===== config.mk =====
export PLATFORM = sky130hd
export DESIGN_NAME = ctm_edge_ctrl
export DESIGN_NICKNAME = d
export VERILOG_FILES = /design/src/rtl/ctm_pkg.sv /design/src/rtl/ctm_sync.sv /design/src/rtl/ctm_edge_det.sv /design/src/rtl/ctm_status.sv /design/src/rtl/ctm_outs.sv /design/src/rtl/ctm_regs.sv /design/src/rtl/ctm_edge_ctrl.sv
export SDC_FILE = /design/constraint.sdc
export NUM_CORES = 1
export LEC_CHECK = 0
export BUFFER_PORTS_ARGS = -buffer_cell sky130_fd_sc_hd__buf_2
export CAP_MARGIN = 20
export CORE_ASPECT_RATIO = 0.6
export CORE_MARGIN = 4
export CORE_UTILIZATION = 48
export DETAILED_ROUTE_END_ITERATION = 10
export MAX_ROUTING_LAYER = met4
export PLACE_DENSITY = 0.82
export SETUP_SLACK_MARGIN = 0.3
export SLEW_MARGIN = 20
export SYNTH_ARGS = -nofsm -noshare
export SYNTH_HDL_FRONTEND = slang
export SYNTH_SLANG_ARGS = --single-unit
export TNS_END_PERCENT = 30

===== constraint.sdc =====
create_clock -name clk -period 1.1 [get_ports clk]
set_clock_uncertainty 0.05 [all_clocks]
set_input_delay 0 -clock clk [delete_from_list [all_inputs] [get_ports clk]]
set_output_delay 0 -clock clk [all_outputs]
set_load 0.005 [all_outputs]

===== src/rtl/ctm_pkg.sv =====
package ctm_pkg;
  localparam int NCH = 2;

  typedef enum logic [1:0] {
    A_CTRL  = 2'd0,
    A_ROUTE = 2'd1,
    A_STAT  = 2'd2,
    A_CUR   = 2'd3
  } reg_addr_e;

  typedef struct packed {
    logic discharge;
    logic trig_en;
    logic pulse_en;
    logic edge_en;
    logic enable;
  } ctrl_t;

  typedef struct packed {
    logic       pol;
    logic [1:0] sel;
  } chan_cfg_t;

  localparam logic [1:0] SEL_PIN_A = 2'b11;
  localparam logic [1:0] SEL_PIN_B = 2'b10;
endpackage


===== src/rtl/ctm_sync.sv =====
module ctm_sync #(
  parameter int W      = 3,
  parameter int STAGES = 2
) (
  input  logic         clk,
  input  logic         rst,
  input  logic [W-1:0] d_i,
  output logic [W-1:0] q_o
);
  for (genvar b = 0; b < W; b++) begin : g_bit
    logic [STAGES-1:0] chain;
    always_ff @(posedge clk) begin
      if (rst) chain <= '0;
      else     chain <= {chain[STAGES-2:0], d_i[b]};
    end
    assign q_o[b] = chain[STAGES-1];
  end
endmodule


===== src/rtl/ctm_edge_det.sv =====
module ctm_edge_det #(
  parameter int W = 2
) (
  input  logic         clk,
  input  logic         rst,
  input  logic [W-1:0] lvl_i,
  output logic [W-1:0] rise_o,
  output logic [W-1:0] fall_o
);
  logic [W-1:0] last_q;

  // Levels are tracked regardless of any gate so that re-enabling is clean.
  always_ff @(posedge clk) begin
    if (rst) last_q <= '0;
    else     last_q <= lvl_i;
  end

  assign rise_o = lvl_i & ~last_q;
  assign fall_o = ~lvl_i & last_q;
endmodule


===== src/rtl/ctm_status.sv =====
module ctm_status
  import ctm_pkg::*;
(
  input  logic                 clk,
  input  logic                 rst,
  input  logic                 gate_i,
  input  logic [1:0]           rise_i,
  input  logic [1:0]           fall_i,
  input  chan_cfg_t [NCH-1:0]  cfg_i,
  input  logic                 cmp_set_i,
  input  logic                 wr_i,
  input  logic [NCH-1:0]       wdata_i,
  output logic [NCH-1:0]       flags_o
);
  logic [NCH-1:0] set_v;
  logic [NCH-1:0] cmp_v;

  for (genvar c = 0; c < NCH; c++) begin : g_ch
    logic hit_r, hit_f;
    always_comb begin
      hit_r = 1'b0;
      hit_f = 1'b0;
      if (cfg_i[c].sel == SEL_PIN_A) begin
        hit_r = rise_i[0];
        hit_f = fall_i[0];
      end else if (cfg_i[c].sel == SEL_PIN_B) begin
        hit_r = rise_i[1];
        hit_f = fall_i[1];
      end
    end
    assign set_v[c] = gate_i & (cfg_i[c].pol ? hit_r : hit_f);

    // a set flag survives until software rewrites it
    p_sticky_r5: assert property (@(posedge clk) disable iff (rst)
      (flags_o[c] && !wr_i) |=> flags_o[c]);
  end

  assign cmp_v = {cmp_set_i, {(NCH-1){1'b0}}};

  always_ff @(posedge clk) begin
    if (rst) flags_o <= '0;
    else     flags_o <= (wr_i ? wdata_i : flags_o) | set_v | cmp_v;
  end

  // with no gate, no comparator and no write the flags hold
  p_edge_blocked_r2: assert property (@(posedge clk) disable iff (rst)
    (!gate_i && !cmp_set_i && !wr_i) |=> (flags_o == $past(flags_o)));
endmodule


===== src/rtl/ctm_outs.sv =====
module ctm_outs
  import ctm_pkg::*;
(
  input  logic           clk,
  input  logic           rst,
  input  ctrl_t          ctrl_i,
  input  logic [NCH-1:0] flags_i,
  output logic           src_en_o,
  output logic           dis_o,
  output logic           pulse_o,
  output logic           trig_o
);
  logic charging;
  logic chg_q;

  assign charging = flags_i[0] ^ flags_i[1];

  always_ff @(posedge clk) begin
    if (rst) begin
      src_en_o <= 1'b0;
      dis_o    <= 1'b0;
      pulse_o  <= 1'b0;
      trig_o   <= 1'b0;
      chg_q    <= 1'b0;
    end else begin
      dis_o    <= ctrl_i.enable & ctrl_i.discharge;
      src_en_o <= ctrl_i.enable & ~ctrl_i.discharge & charging;
      pulse_o  <= ctrl_i.enable & ctrl_i.pulse_en & charging;
      chg_q    <= charging;
      trig_o   <= ctrl_i.enable & ctrl_i.trig_en & chg_q & ~charging;
    end
  end

  p_off_when_disabled_r1: assert property (@(posedge clk) disable iff (rst)
    !ctrl_i.enable |=> (!src_en_o && !pulse_o && !trig_o && !dis_o));

  p_src_xor_r6: assert property (@(posedge clk) disable iff (rst)
    (ctrl_i.enable && !ctrl_i.discharge) |=>
      (src_en_o == ($past(flags_i[0]) ^ $past(flags_i[1]))));

  p_trig_single_r8: assert property (@(posedge clk) disable iff (rst)
    trig_o |=> !trig_o);

  p_discharge_wins_r9: assert property (@(posedge clk) disable iff (rst)
    (ctrl_i.enable && ctrl_i.discharge) |=> (dis_o && !src_en_o));
endmodule


===== src/rtl/ctm_regs.sv =====
module ctm_regs
  import ctm_pkg::*;
#(
  parameter int DW = 8,
  localparam int TW = DW - 2
) (
  input  logic                clk,
  input  logic                rst,
  input  logic                wr_i,
  input  logic [1:0]          addr_i,
  input  logic [DW-1:0]       wdata_i,
  input  logic [NCH-1:0]      flags_i,
  output ctrl_t               ctrl_o,
  output chan_cfg_t [NCH-1:0] cfg_o,
  output logic                stat_wr_o,
  output logic [NCH-1:0]      stat_wdata_o,
  output logic [DW-1:0]       rdata_o,
  output logic [2:0]          range_oh_o,
  output logic [TW-1:0]       trim_o
);
  localparam int CW = $bits(ctrl_t);
  localparam int RW = NCH * $bits(chan_cfg_t);

  ctrl_t         ctrl_q;
  logic [RW-1:0] route_q;
  logic [DW-1:0] cur_q;
  logic [DW-1:0] rd_next;

  always_ff @(posedge clk) begin
    if (rst) begin
      ctrl_q  <= '0;
      route_q <= '0;
      cur_q   <= '0;
    end else if (wr_i) begin
      case (addr_i)
        A_CTRL:  ctrl_q  <= ctrl_t'(wdata_i[CW-1:0]);
        A_ROUTE: route_q <= wdata_i[RW-1:0];
        A_CUR:   cur_q   <= wdata_i;
        default: ;
      endcase
    end
  end

  always_comb begin
    rd_next = '0;
    case (addr_i)
      A_CTRL:  rd_next[CW-1:0]  = ctrl_q;
      A_ROUTE: rd_next[RW-1:0]  = route_q;
      A_STAT:  rd_next[NCH-1:0] = flags_i;
      default: rd_next          = cur_q;
    endcase
  end

  always_ff @(posedge clk) begin
    if (rst) begin
      rdata_o    <= '0;
      range_oh_o <= '0;
      trim_o     <= '0;
    end else begin
      rdata_o <= rd_next;
      trim_o  <= cur_q[DW-1:2];
      case (cur_q[1:0])
        2'b01:   range_oh_o <= 3'b001;
        2'b10:   range_oh_o <= 3'b010;
        2'b11:   range_oh_o <= 3'b100;
        default: range_oh_o <= 3'b000;
      endcase
    end
  end

  for (genvar c = 0; c < NCH; c++) begin : g_cfg
    assign cfg_o[c] = chan_cfg_t'(route_q[3*c +: 3]);
  end

  assign ctrl_o       = ctrl_q;
  assign stat_wr_o    = wr_i && (addr_i == A_STAT);
  assign stat_wdata_o = wdata_i[NCH-1:0];

  p_range_off_r11: assert property (@(posedge clk) disable iff (rst)
    (wr_i && addr_i == A_CUR && wdata_i[1:0] == 2'b00) |=> ##1 (range_oh_o == 3'b000));

  p_range_top_r11: assert property (@(posedge clk) disable iff (rst)
    (wr_i && addr_i == A_CUR && wdata_i[1:0] == 2'b11) |=> ##1 (range_oh_o == 3'b100));
endmodule


===== src/rtl/ctm_edge_ctrl.sv =====
module ctm_edge_ctrl
  import ctm_pkg::*;
#(
  parameter int DW          = 8,
  parameter int SYNC_STAGES = 2,
  localparam int TW = DW - 2
) (
  input  logic          clk,
  input  logic          rst,
  input  logic          wr_en,
  input  logic [1:0]    addr,
  input  logic [DW-1:0] wdata,
  output logic [DW-1:0] rdata,
  input  logic          pin_a,
  input  logic          pin_b,
  input  logic          cmp_in,
  output logic          src_en,
  output logic          discharge,
  output logic          pulse_out,
  output logic          adc_trig,
  output logic [2:0]    range_sel,
  output logic [TW-1:0] trim
);
  logic [2:0]          lvl;
  logic [1:0]          rise, fall;
  ctrl_t               ctrl;
  chan_cfg_t [NCH-1:0] cfg;
  logic                stat_wr;
  logic [NCH-1:0]      stat_wdata;
  logic [NCH-1:0]      flags;
  logic                gate;
  logic                cmp_set;

  ctm_sync #(.W(3), .STAGES(SYNC_STAGES)) u_sync (
    .clk(clk), .rst(rst), .d_i({cmp_in, pin_b, pin_a}), .q_o(lvl)
  );

  ctm_edge_det #(.W(2)) u_edge (
    .clk(clk), .rst(rst), .lvl_i(lvl[1:0]), .rise_o(rise), .fall_o(fall)
  );

  ctm_regs #(.DW(DW)) u_regs (
    .clk(clk), .rst(rst), .wr_i(wr_en), .addr_i(addr), .wdata_i(wdata),
    .flags_i(flags), .ctrl_o(ctrl), .cfg_o(cfg), .stat_wr_o(stat_wr),
    .stat_wdata_o(stat_wdata), .rdata_o(rdata), .range_oh_o(range_sel),
    .trim_o(trim)
  );

  assign gate    = ctrl.enable & ctrl.edge_en;
  assign cmp_set = ctrl.enable & ctrl.pulse_en & lvl[2];

  ctm_status u_stat (
    .clk(clk), .rst(rst), .gate_i(gate), .rise_i(rise), .fall_i(fall),
    .cfg_i(cfg), .cmp_set_i(cmp_set), .wr_i(stat_wr), .wdata_i(stat_wdata),
    .flags_o(flags)
  );

  ctm_outs u_outs (
    .clk(clk), .rst(rst), .ctrl_i(ctrl), .flags_i(flags),
    .src_en_o(src_en), .dis_o(discharge), .pulse_o(pulse_out), .trig_o(adc_trig)
  );
endmodule


Word level (Yosys, flattened, before mapping)
Cells that the tools add are included.
- input port bits: 16
- logic and storage cells: 74
- output and inout bits: 21
- register bits after elaboration: 51
- bitwise operators: 21
- eq/ne operators: 10
- mux-type cells: 15
- reduce and logical (&&, ||, !) cells: 7
- operator list (operator ; number):
    one-hot mux 3 bit (3 select lines) ; 2
    == test 2 bit, second input constant ; 8
    bitwise AND 1 bit ; 12
    two-way mux 1 bit ; 10
    one-hot mux 2 bit (3 select lines) ; 1
    AND reduction 2 bit ; 3
    bitwise AND 2 bit ; 2
    == test 2 x 1 -> 1 bit, second input constant ; 2
    NOT 2 bit ; 2
    bitwise OR 2 bit ; 2
    OR reduction 4 bit ; 1
    logical NOT 2 bit ; 1
    two-way mux 2 bit ; 1
    NOT 1 bit ; 2
    one-hot mux 1 bit (2 select lines) ; 1
    OR reduction 2 bit ; 1
    logical AND 1 bit ; 1
    bitwise XOR 1 bit ; 1

Depth between registers and ports, before layout
- depth in word-level cells: 8
- depth in mapped cells: 6
- depth with buffers taken out: 5

Modules after synthesis
From an unflattened synthesis, not the netlist that was laid out.
- cells, all modules: 168
- area, all modules: 1949.4 um^2
- modules (own cells, without submodules) (module ; cells each ; instances ; sequential area each (um^2) ; area an instance (um^2)):
    ctm_regs ; 121 ; 1 ; 720.7 ; 1392.6
    ctm_sync ; 15 ; 1 ; 120.1 ; 180.2
    ctm_outs ; 12 ; 1 ; 100.1 ; 157.7
    ctm_status ; 10 ; 1 ; 40.0 ; 128.9
    ctm_edge_det ; 8 ; 1 ; 40.0 ; 77.6
    ctm_edge_ctrl ; 2 ; 1 ; 0.0 ; 12.5

Worst setup path after synthesis
Ideal clock, no wire load.
- kind: register to register
- start point: register u_edge.last_q[0]
- end point: register u_stat.flags_o[0]
- data required time: 0.975 ns
- stages on the path, launching flop included: 4
- setup slack: 0.015 ns
- arrival: 0.960 ns
- clock period less this slack: 1.085 ns
- cell sequence: dfxtp_1 -> nand2b_1 -> mux4_2 -> o22ai_1
- longest elaborated chain between the ends: 7
- elaborated cells on any way between the ends: 9
- those cells by class: 3 x mux; 6 x bitwise
- RTL lines (element ; RTL line ; source):
    start, declared ; ctm_edge_det.sv:10 ; logic [W-1:0] last_q;
    start signal, assigned ; ctm_edge_det.sv:15 ; else last_q <= lvl_i;
    NOT 2 bit ; ctm_edge_det.sv:18 ; assign rise_o = lvl_i & ~last_q;
    bitwise AND 2 bit ; ctm_edge_det.sv:18 ;
    two-way mux 1 bit ; ctm_status.sv:23 ; if (cfg_i[c].sel == SEL_PIN_A) begin
    two-way mux 1 bit (*) ; ctm_status.sv:31 ; assign set_v[c] = gate_i & (cfg_i[c].pol ? hit_r : hit_f);
    bitwise AND 1 bit (*) ; ctm_status.sv:31 ;
    bitwise OR 2 bit (*) (2 in a row) ; ctm_status.sv:42 ; else flags_o <= (wr_i ? wdata_i : flags_o) | set_v | cmp_v;
    end signal, assigned ; ctm_status.sv:42 ;
    end, declared ; ctm_status.sv:13 ; output logic [NCH-1:0] flags_o
Mark *: on every way between the ends. The rest lies on a longest branch, timed or not.
A chain may end at the register's enable or synchronous reset.

Worst setup path after layout
- start point: register u_sync.g_bit[1].chain[1]
- end point: register u_stat.flags_o[1]
- longest elaborated chain between the ends: 8
- elaborated cells on any way between the ends: 11
- those cells by class: 5 x mux; 6 x bitwise
- RTL lines (element ; RTL line ; source):
    start, declared ; ctm_sync.sv:11 ; logic [STAGES-1:0] chain;
    start signal, assigned ; ctm_sync.sv:14 ; else chain <= {chain[STAGES-2:0], d_i[b]};
    NOT 2 bit ; ctm_edge_det.sv:19 ; assign fall_o = ~lvl_i & last_q;
    bitwise AND 2 bit ; ctm_edge_det.sv:19 ;
    two-way mux 1 bit ; ctm_status.sv:26 ; end else if (cfg_i[c].sel == SEL_PIN_B) begin
    two-way mux 1 bit ; ctm_status.sv:23 ;
    two-way mux 1 bit (*) ; ctm_status.sv:31 ;
    bitwise AND 1 bit (*) ; ctm_status.sv:31 ;
    bitwise OR 2 bit (*) (2 in a row) ; ctm_status.sv:42 ;
Marks and branches as above.

==> results.tsv <==
metric	value	unit
Synth area leaders	dfxtp_1, nor2b_1, nand3_1	
CTS Buf Count	5	
Tot GR Track Use	0.1829	
core area	3680	µm²
max-cap violations	0	
Seq/Total Area, Yosys	0.5528	
Clk Latency, worst-skew pair	0.31	ns
Final Hold Viols	0	
Clock Sinks	51	
final setup violation count	2	
Post-DP HPWL	2895	µm
WHS Path Cells	3	
Worst slew margin	0.7764	
commonest non-fill, non-tap cell in the layout	buf_2	
pwr dens	1392	nW/µm²
crit end category	flip-flop	
worst r2r src	u_sync.g_bit[1].chain[1]	
P&R area growth vs syn	37.06	%
CTS root buffer	clkbuf_8	
chip width	88.08	µm
mapped cell area	1847	µm²
post-synth top area share	0.5528	
Inst Count DP	279	
DR pass1 iterations	4	
Global Route met1 Usage	0.2597	
GR peak layer	met1	
Setup TNS	-0.1341	ns
fillcell total	299	
Hold Slack	0.04137	ns
Yosys cell types	27	
cells after synthesis	193	
Worst Path Max Fanout	3	
largest net degree at the start of global routing	31	
antenna cells	0	
layout cell share with drive strength beyond 1	0.3800	
Primary FF master, synth	dfxtp_1	
status	finished with violations	
Highest Clock Rate	849.2	MHz
buffers added on ports	36	
Syn Nets	214	
GRT overflow	0	
hold endpoint	u_regs.ctrl_o[4]	
met3 Use GR	0.04882	
fraction of synthesized area in multiplexers	0.02981	
CTS clk-pin slew, worst paths	0.09	ns
Worst Max-Slew Pin Slew	0.3334	ns
post-route minimum period	1.178	ns
register area	1045	µm²
Iter 0 DRT Violations	85	
Worst EP arrival	1.37	ns
# H-tree levels	2	
fin cells	297	
drc violations	0	
Initial Utilization	0.5019	
WP data required	1.29	ns
Synth Area in Simple Gates	0.2500	
DR WL/cell	14.35	µm
Final #Nets	271	
multi-input logic area	883.3	µm²
fin worst setup slack	-0.07760	ns
Rows	17	
Final GP Congestion	0.8717	
M2 GR Usage	0.2575	
Post-Synth Adder-Cell Area	0.03388	
CTS tree	built	
Mapped Avg Cell Area	9.569	µm²
drt via density	5.192	
FF+latch count, synth	51	
WL final	4261	µm
LEAKAGE	1.048	nW
max-slew violations	0	
IO Count	37	
Hold Path Class	primary input to flip-flop	
Synth Area in Compound Gates	0.09824	
Reg-to-Reg End	u_stat.flags_o[1]	
final worst path period share	1.071	
crit path launch type	flip-flop	
xor/xnor share of the synthesized area	0.004743	
Die Y	56.05	µm
first-pass GRT wire length	6844	µm
via count	1542	
Clock Tree Buf Depth	2	
vias in the first global route	1494	
R2R setup slack	-0.08	ns
RSZ-0062 raised after global routing	true	
Ys Warns	0	
initial antenna violation count	0	
main combinational cell family by area after synthesis	simple AND/OR/NAND/NOR gates	
R2R cell count	3	
post-route ant nets	0	
die area	4936	µm²
Place WS	-0.03921	ns
critical path class	flip-flop to flip-flop	
Async SR Flop Fraction	0	
violated checks	negative setup slack	
total power draw	3.525	mW
Worst VDD drop	0.8377	mV
hold path startpoint	wr_en	
number of synthesized flops with an enable pin	0	
Synth area leader	dfxtp_1	
most frequent cells in the layout	buf_2, dfxtp_1, nand2_1, nand3_1	
cell families (layout without fill, tap and decap cells):
| logic type | Yosys count | after routing |
|---|---|---|
| adder cells (fa/ha/maj) | 5 | 5 |
| flip-flops | 51 | 51 |
| buffers and inverters | 13 | 70 |
| XOR/XNOR | 1 | 1 |
| multiplexers | 3 | 3 |
| AO/OA/AOI/OAI | 30 | 30 |
| AND/OR/NAND/NOR | 90 | 90 |
area by class of cell:
type                       instances  share of cell area
timing repair buffer              61              0.1715
inverter                           2            0.002966
clock buffer                       6             0.02867
multi-input combinational        129              0.3490
tap                               47             0.02323
clock inverter                     1             0.01186
sequential                        51              0.4128
Yosys cell counts (3+ instances only):
| cell type | number |
|---|---|
| dfxtp_1 | 51 |
| nand2_1 | 27 |
| nand3_1 | 22 |
| a21oi_1 | 20 |
| nor2b_1 | 18 |
| buf_2 | 6 |
| ha_1 | 5 |
| clkbuf_1 | 4 |
| nand2b_1 | 4 |
| nor2_1 | 4 |
| nor3_1 | 4 |
| a221oi_1 | 3 |
| and2_1 | 3 |
| and3_1 | 3 |
layer usage:
metal,vias up,wire [µm]
met5,-,0
met3,5,331
met4,0,36
met1,724,2048
li1,767,-
met2,46,1845
worst max-delay path: stages (launching register included):
cell	delay (ns)
dfxtp_2	0.34
nand2b_4	0.14
mux4_2	0.46
o22ai_2	0.12
power by group:
part | leakage [nW] | switching, mW | total, mW | internal, mW
Combinational | 0.574 | 0.169 | 0.341 | 0.172
Sequential | 0.423 | 0.0364 | 1.93 | 1.90
Clock | 0.0513 | 0.582 | 1.25 | 0.667
worst max path at each step:
stage / startpoint / end / slack, ns
2_1_floorplan: u_edge.last_q[0] / u_stat.flags_o[0] / 0.02
3_3_place_gp: u_edge.last_q[0] / u_stat.flags_o[1] / -0.004
3_5_place_dp: u_sync.g_bit[0].chain[1] / u_stat.flags_o[0] / -0.04
4_1_cts: u_sync.g_bit[0].chain[1] / u_stat.flags_o[0] / -0.06
5_1_grt: u_sync.g_bit[1].chain[1] / u_stat.flags_o[1] / -0.11
6_report: u_sync.g_bit[1].chain[1] / u_stat.flags_o[1] / -0.08
per-stage QoR:
stage,area [µm²],utilization
after floorplan,1886,-
after global placement,2191,0.5954
after detailed placement,2191,0.5954
after CTS,2426,0.6593
after global routing,2531,0.6879
final,2531,0.6879
sequential cells by signal, summed over array words and instances (netlist names):
name                cells
u_stat.flags_o          2
u_regs.rdata_o          8
u_outs.trig_o           1
u_regs.cur_q            8
u_outs.pulse_o          1
u_outs.dis_o            1
u_regs.trim_o           6
u_outs.src_en_o         1
u_regs.cfg_o            6
u_regs.range_oh_o       3
u_sync.g_bit.chain      6
u_regs.ctrl_o           5
u_edge.last_q           2
u_outs.chg_q            1
what timing repair did:
action / 4_1_cts / 5_1_grt
pin swaps: 8 / 13
setup buffers: 0 / 0
hold buffers: 11 / 0
endpoints found under the setup margin: 14 / 31
hold endpoints to repair: 22 / 0
resized for setup: 11 / 25
No activity file was read; power rests on OpenSTA's default activity.
